[config.mk]
export PLATFORM = sky130hd
export DESIGN_NAME = ilv_addr_seq
export DESIGN_NICKNAME = d
export VERILOG_FILES = /design/src/rtl/ilv_seq_pkg.sv /design/src/rtl/ilv_rst_sync.sv /design/src/rtl/ilv_phase_gen.sv /design/src/rtl/ilv_addr_ctr.sv /design/src/rtl/ilv_addr_seq.sv
export SDC_FILE = /design/constraint.sdc
export NUM_CORES = 1
export LEC_CHECK = 0
export BUFFER_PORTS_ARGS = -buffer_cell sky130_fd_sc_hd__buf_2
export CAP_MARGIN = 20
export CORE_ASPECT_RATIO = 1.2
export CORE_UTILIZATION = 25
export CTS_CLUSTER_DIAMETER = 120
export DETAILED_ROUTE_END_ITERATION = 16
export SYNTH_ARGS = -nofsm -noshare
export SYNTH_HDL_FRONTEND = slang
export SYNTH_HIERARCHICAL = 1
export SYNTH_SLANG_ARGS = --single-unit
[constraint.sdc]
create_clock -name clk_i -period 3.56 [get_ports clk_i]
set_input_delay 0.534 -clock clk_i [delete_from_list [all_inputs] [get_ports clk_i]]
set_output_delay 0.534 -clock clk_i [all_outputs]
set_load 0.005 [all_outputs]
[src/rtl/ilv_seq_pkg.sv]
package ilv_seq_pkg;

  // Slot kind carried by the phase flip-flop.
  typedef enum logic {
    PH_READ  = 1'b0,
    PH_WRITE = 1'b1
  } phase_e;

  function automatic phase_e flip_phase(input phase_e p);
    return (p == PH_READ) ? PH_WRITE : PH_READ;
  endfunction

endpackage

[src/rtl/ilv_rst_sync.sv]
// Asynchronous assertion, synchronous release of the active-low reset.
module ilv_rst_sync #(
  parameter int STAGES = 2
) (
  input  logic clk_i,
  input  logic rst_n_i,
  output logic rst_n_o
);

  logic [STAGES-1:0] chain_q;
  logic [STAGES-1:0] chain_d;

  always_comb begin
    chain_d = {chain_q[STAGES-2:0], 1'b1};
  end

  always_ff @(posedge clk_i or negedge rst_n_i) begin
    if (!rst_n_i) chain_q <= '0;
    else          chain_q <= chain_d;
  end

  assign rst_n_o = chain_q[STAGES-1];

endmodule

[src/rtl/ilv_phase_gen.sv]
// Phase flip-flop: read slot after reset, toggles on every clock.
module ilv_phase_gen
  import ilv_seq_pkg::*;
(
  input  logic   clk_i,
  input  logic   rst_n_i,
  output phase_e phase_o
);

  phase_e phase_q;
  phase_e phase_d;

  always_comb begin
    phase_d = flip_phase(phase_q);
  end

  always_ff @(posedge clk_i or negedge rst_n_i) begin
    if (!rst_n_i) phase_q <= PH_READ;
    else          phase_q <= phase_d;
  end

  assign phase_o = phase_q;

  // the slot kind changes on every clock once out of reset
  assert_phase_toggle_R2: assert property (@(posedge clk_i) disable iff (!rst_n_i)
    1'b1 |=> (phase_q != $past(phase_q)));

endmodule

[src/rtl/ilv_addr_ctr.sv]
// Address counter with an explicit step enable; wraps modulo 2^W.
module ilv_addr_ctr #(
  parameter int           W     = 18,
  parameter logic [W-1:0] START = '0
) (
  input  logic         clk_i,
  input  logic         rst_n_i,
  input  logic         step_en_i,
  output logic [W-1:0] cnt_o
);

  logic [W-1:0] cnt_q;
  logic [W-1:0] cnt_d;

  always_comb begin
    cnt_d = cnt_q;
    if (step_en_i) cnt_d = cnt_q + W'(1);
  end

  always_ff @(posedge clk_i or negedge rst_n_i) begin
    if (!rst_n_i) cnt_q <= START;
    else          cnt_q <= cnt_d;
  end

  assign cnt_o = cnt_q;

  // one step per enabled cycle, wrapping at the top
  assert_ctr_step_R3: assert property (@(posedge clk_i) disable iff (!rst_n_i)
    step_en_i |=> (cnt_q == $past(cnt_q) + W'(1)));

  assert_ctr_hold_R4: assert property (@(posedge clk_i) disable iff (!rst_n_i)
    !step_en_i |=> $stable(cnt_q));

endmodule

[src/rtl/ilv_addr_seq.sv]
// Top: phase flip-flop, fetch and store counters, address selector.
module ilv_addr_seq
  import ilv_seq_pkg::*;
#(
  parameter int ADDR_W  = 18,
  parameter int LAG     = 8,
  parameter int RD_BASE = 0
) (
  input  logic              clk_i,
  input  logic              rst_n_i,
  output logic [ADDR_W-1:0] addr_o,
  output logic              rd_en_o,
  output logic              wr_en_o
);

  localparam logic [ADDR_W-1:0] RD_START = ADDR_W'(RD_BASE);
  localparam logic [ADDR_W-1:0] WR_START = ADDR_W'(RD_BASE) - ADDR_W'(LAG - 1);

  logic              rst_sync_n;
  phase_e            phase;
  logic [ADDR_W-1:0] rd_cnt;
  logic [ADDR_W-1:0] wr_cnt;

  ilv_rst_sync #(.STAGES(2)) u_rst (
    .clk_i   (clk_i),
    .rst_n_i (rst_n_i),
    .rst_n_o (rst_sync_n)
  );

  ilv_phase_gen u_phase (
    .clk_i   (clk_i),
    .rst_n_i (rst_sync_n),
    .phase_o (phase)
  );

  // Strobes are held low until the synchronised reset has been released.
  always_comb begin
    rd_en_o = rst_sync_n && (phase == PH_READ);
    wr_en_o = rst_sync_n && (phase == PH_WRITE);
  end

  ilv_addr_ctr #(.W(ADDR_W), .START(RD_START)) u_rd_ctr (
    .clk_i     (clk_i),
    .rst_n_i   (rst_sync_n),
    .step_en_i (rd_en_o),
    .cnt_o     (rd_cnt)
  );

  ilv_addr_ctr #(.W(ADDR_W), .START(WR_START)) u_wr_ctr (
    .clk_i     (clk_i),
    .rst_n_i   (rst_sync_n),
    .step_en_i (wr_en_o),
    .cnt_o     (wr_cnt)
  );

  always_comb begin
    addr_o = (phase == PH_WRITE) ? wr_cnt : rd_cnt;
  end

  // never both strobes
  assert_strobe_excl_R2: assert property (@(posedge clk_i) disable iff (!rst_n_i)
    !(rd_en_o && wr_en_o));

  // in a store slot the fetch counter leads by exactly LAG
  assert_lag_gap_R5: assert property (@(posedge clk_i) disable iff (!rst_sync_n)
    wr_en_o |-> (ADDR_W'(rd_cnt - wr_cnt) == ADDR_W'(LAG)));

endmodule

* Yosys cells after proc, flatten, opt, wreduce, memory -nomap -nowiden
Index checks and enable logic that the tools add are counted.
Word-level totals: register bits after elaboration 39, output and inout bits 20, word-level logic and storage cells 11
Cells by class: add/sub/neg operators 2, mux-type cells 2, bitwise logic cells 1, reduce and logical (&&, ||, !) cells 2
Operators with widths (number):
- $add 18x1->18 const B | 2
- $mux 18 | 1
- $logic_and 1x1->1 | 2
- $mux 1 | 1
- $not 1->1 | 1

* Logic depth before layout (Yosys ltp)
depth after elaboration 2, gate-level depth with buffers 6

* Modules after synthesis
Netlist, hierarchy kept.
By module, submodules not included:
- ilv_addr_ctr (u_wr_ctr) | times used 1, cells each 63, area an instance 788.3 sq um
- ilv_addr_ctr (u_rd_ctr) | times used 1, cells each 63, area an instance 768.2 sq um
- ilv_addr_seq | times used 1, cells each 22, area an instance 305.3 sq um
- ilv_rst_sync | times used 1, cells each 3, area an instance 53.8 sq um
- ilv_phase_gen | times used 1, cells each 2, area an instance 28.8 sq um

* Worst setup path after synthesis
No wires, ideal clock.
path kind reg2reg, start reg u_rst.chain_q[1], end reg u_rd_ctr.cnt_q[15] (netlist: u_rd_ctr/cnt_o[15]), setup time 0.123 ns, data arrival time 2.300 ns, data required time 3.437 ns, path slack 1.137 ns, cell stages (with the launch flop) 6, buffers on the path 0, cell sequence dfrtp_1 -> nor2b_1 -> and4_1 -> and4b_1 -> nand4_1 -> xnor2_1
Between the ends: cells in the longest elaborated chain, start to end 1
RTL lines:
- start: declaration | line ilv_rst_sync.sv:10 | logic [STAGES-1:0] chain_q;
- start signal: assignment | line ilv_rst_sync.sv:19 | else chain_q <= chain_d;
- $logic_and 1x1->1 | line ilv_addr_seq.sv:38 | rd_en_o = rst_sync_n && (phase == PH_READ);
- net rd_en_o | line ilv_addr_seq.sv:12 | output logic rd_en_o,
- end signal: assignment | line ilv_addr_ctr.sv:22 | else cnt_q <= cnt_d;
- end: declaration | line ilv_addr_ctr.sv:12 | logic [W-1:0] cnt_q;
The timed path passes the listed nets, and every way through them passes these cells. A chain may end at the register's enable or synchronous reset.

* Worst setup path after layout
start reg u_phase.phase_q (netlist: u_phase/phase_o), end out addr_o[9]
Between the ends: cells in the longest elaborated chain, start to end 1
RTL lines:
- start: declaration | line ilv_phase_gen.sv:10 | phase_e phase_q;
- start signal: assignment | line ilv_phase_gen.sv:19 | else phase_q <= phase_d;
- $mux 18 | line ilv_addr_seq.sv:57 | addr_o = (phase == PH_WRITE) ? wr_cnt : rd_cnt;
- end: declaration | line ilv_addr_seq.sv:11 | output logic [ADDR_W-1:0] addr_o,
No other way between the ends.

==> impl_metrics.toml <==
[finish]
antenna-diode-count = 0
post_route_cells_drive_above_1_share_pct = 38.3
nets = 186
flow.area_growth_from_synthesis_pct = 17.0

[sta]
timing_max_transition_violations_final = 0
timing.fmax_ghz = 0.425
grt_setup_unrepaired = "false"
hold_ws_ns = 0.0239
worstMarginPinSlew_ns = 0.631
setup-tns-final_ns = 0
timing.final.hold_violations = 0
finalClockSkew_ns = 0.0104
report.final.setup_viol = 0
final.period_utilization_pct = 66.2
timing.final.crit_period_ns = 2.36
timing.max_slew.rel_slack_pct = 57.9

[logic_synthesis]
synthesis.area_mm2 = 0.00194
number_of_enable_flip_flop_cells_after_synthesis = 0
yosys_register_bits = 39
synth_area_per_cell_um2 = 12.7
synthMostInstantiatedCell = "sky130_fd_sc_hd__xnor2_1"
yosys_most_used_dff = "sky130_fd_sc_hd__dfrtp_1"
ys_async_sr_fraction_pct = 100
netlist_instances = 153
ys_seq_area_share_pct = 51.2
netlist-cell-type-count = 20
ys_warn_count = 6
synth.largest_area_cell = "sky130_fd_sc_hd__dfrtp_1"
synth_commonest_cells = "sky130_fd_sc_hd__xnor2_1 (26), sky130_fd_sc_hd__dfrtp_1 (23), sky130_fd_sc_hd__mux2_4 (18)"
synth_nets = 157
top_cells_by_area_synth = "sky130_fd_sc_hd__dfrtp_1 (30%), sky130_fd_sc_hd__dfstp_2 (22%), sky130_fd_sc_hd__mux2_4 (14%)"
synth_top_area_share_pct = 29.6

[drt]
vias_per_cell = 4.36
ant_nets = 0
drc_errors = 0
routed_wl_mm = 3.64
route.detailed.wl_per_inst_um = 13.3
first_iter_violations = 63
first_pass_iters = 4
vias = 1191

[worst_setup_path]
critical_path.top_delay_family = "flip-flops"
wp_buf_inv = 2
worst-r2r-setup-slack_ns = 1.37
worstSetupEndpointType = "output port"
cp_slowest_cell = "sky130_fd_sc_hd__dfrtp_1"
timing_worst_setup_path_type = "reg2out"
worst_path_largest_cell_delay_ns = 0.75
worstReg2RegStart = "u_rst/chain_q[1]$_DFF_PN0_"
reg2regPathDepth = 6
timing.critical_path.required_ns = 3.03
critical_path.reg2reg.endpoint = "u_rd_ctr/cnt_o[15]$_DFFE_PN0P_"
critical_path.startpoint = "u_phase/phase_o$_DFF_PN0_"
timing.critical_path.cells = "buf_4, mux2_4, buf_2"
crit_fanout = 12
cp-start-kind = "register"
worst-endpoint-arrival_ns = 1.82

[global_route]
grt_pass1_vias = 1285
antenna_found_initial = 0
grtUsageTotal_pct = 10.6
grt_first_pass_wirelength_mm = 6.42
global_route.overflow_total = 0
largest_net_degree_at_the_start_of_global_routing = 17

[floorplanning]
ioPinCount = 22
floorplan.rows = 34
fp.dieH_um = 98.6
design.die.area_mm2 = 0.00814
start_util_pct = 26.3
placeable_area_mm2 = 0.00740
die_width_um = 82.5

[status]
status = "completed"

[cts]
post_cts_setup_buffer_count = 0
cts_inserted_buffers = 5
ctsHoldBuffers = 0
htree_num_levels = 2
clock-root-buffer = "sky130_fd_sc_hd__clkbuf_8"
cts_sinks = 39
cts_tree = "built"
cts_resized = 0
cts.reportedPaths.clkPinSlew_ns = 0.08
cts.path.max_buffers = 2
clk_latency_ns = 0.29

[place]
routabilityCongestion = 0.750
portBuffers = 21
dpl.hpwl_mm = 2.74

[pwr]
worst_vdd_drop_mv = 0.287
static_leakage_nw = 1.02
total_power_divided_by_cell_area_mw_per_mm2 = 521

[hold_path]
min-delay-path-class = "in2async"

[run]
max-cap-violations = 0
## area by class of cell
class | count | area (um2)
flip-flops and latches | 39 | 996
fillers | 792 | 5130
clock inverters | 3 | 43.8
inverters | 3 | 11.3
well taps | 90 | 113
repair buffers | 24 | 128
clock buffers | 5 | 68.8
multi-input cells | 109 | 915
## routing by layer
metal  GRT usage, %  part of all wire (%)  up-vias
met2           16.1                    48       20
met4           3.98                   1.6        0
met3           2.96                   4.3        7
li1               -                     -      582
met5              0                     0        -
met1           14.1                    46      582
## how the worst max path moves through the flow
| stage | to | slack [ns] | cells after the start |
|---|---|---|---|
| after floorplan | u_rd_ctr/cnt_o[15]$_DFFE_PN0P_ | 1.14 | 5 |
| after global placement | u_rd_ctr/cnt_o[15]$_DFFE_PN0P_ | 1.41 | 6 |
| after detailed placement | u_rd_ctr/cnt_o[15]$_DFFE_PN0P_ | 1.32 | 6 |
| after CTS | addr_o[9] | 1.17 | 3 |
| after global routing | rd_en_o | 1.07 | 3 |
| final | addr_o[9] | 1.20 | 3 |
## cells in the final DEF (no fill, tap or decap), types with 2 or more instances in the layout
| cell type | instances |
|---|---|
| sky130_fd_sc_hd__xnor2_1 | 26 |
| sky130_fd_sc_hd__dfrtp_1 | 23 |
| sky130_fd_sc_hd__buf_2 | 21 |
| sky130_fd_sc_hd__mux2_4 | 18 |
| sky130_fd_sc_hd__dfstp_2 | 16 |
| sky130_fd_sc_hd__nand2_1 | 14 |
| sky130_fd_sc_hd__nand4_1 | 14 |
| sky130_fd_sc_hd__xor2_1 | 8 |
| sky130_fd_sc_hd__nor2_1 | 6 |
| sky130_fd_sc_hd__clkbuf_8 | 5 |
| sky130_fd_sc_hd__and4_1 | 4 |
| sky130_fd_sc_hd__and3_1 | 4 |
| sky130_fd_sc_hd__and2_1 | 3 |
| sky130_fd_sc_hd__buf_4 | 3 |
| sky130_fd_sc_hd__inv_1 | 3 |
| sky130_fd_sc_hd__and2b_2 | 2 |
| sky130_fd_sc_hd__mux2_2 | 2 |
| sky130_fd_sc_hd__and4b_1 | 2 |
| sky130_fd_sc_hd__nand3_1 | 2 |
| sky130_fd_sc_hd__ha_1 | 2 |
## logic make-up after synthesis
family	count (synthesis)	share of synthesized area, %
xor+xnor	34	15.3
fa+ha+maj	2	1.29
buf+inv	5	1.74
flops	39	51.2
mux	20	15.1
other cells	1	0.193
simple gates	52	15.2
## worst register-to-register path: cells and delay by family (launching register included)
family | cells | cell delay [ns]
DFF | 1 | 0.54
xor gates and xnor gates | 1 | 0.14
buffers and inverters | 1 | 0.29
and+or+nand+nor | 4 | 1.12
## where the power goes
| part | internal [mW] | switching, mW |
|---|---|---|
| Combinational | 0.128 | 0.0786 |
| Sequential | 0.524 | 0.0919 |
| Clock | 0.209 | 0.154 |
## flip-flops by register name (all words and copies together) (netlist names)
name	count
u_rd_ctr/cnt_o	18
u_wr_ctr/cnt_o	18
u_rst/chain_q	2
u_phase/phase_o	1
## stage by stage
stage | total power [mW] | utilization (%) | setup WS [ns] | instance area (um2) | cells
global placement | 0.827 | 29.2 | 1.41 | 2160 | 265
global route | 1.27 | 30.7 | 1.07 | 2270 | 273
detailed placement | 0.830 | 29.2 | 1.32 | 2160 | 265
floorplan | 0.745 | - | 1.14 | 1940 | 153
finish | 1.18 | 30.7 | 1.20 | 2270 | 273
CTS | 1.20 | 30.7 | 1.17 | 2270 | 273
Note: power is estimated with default switching activity, not from simulation.
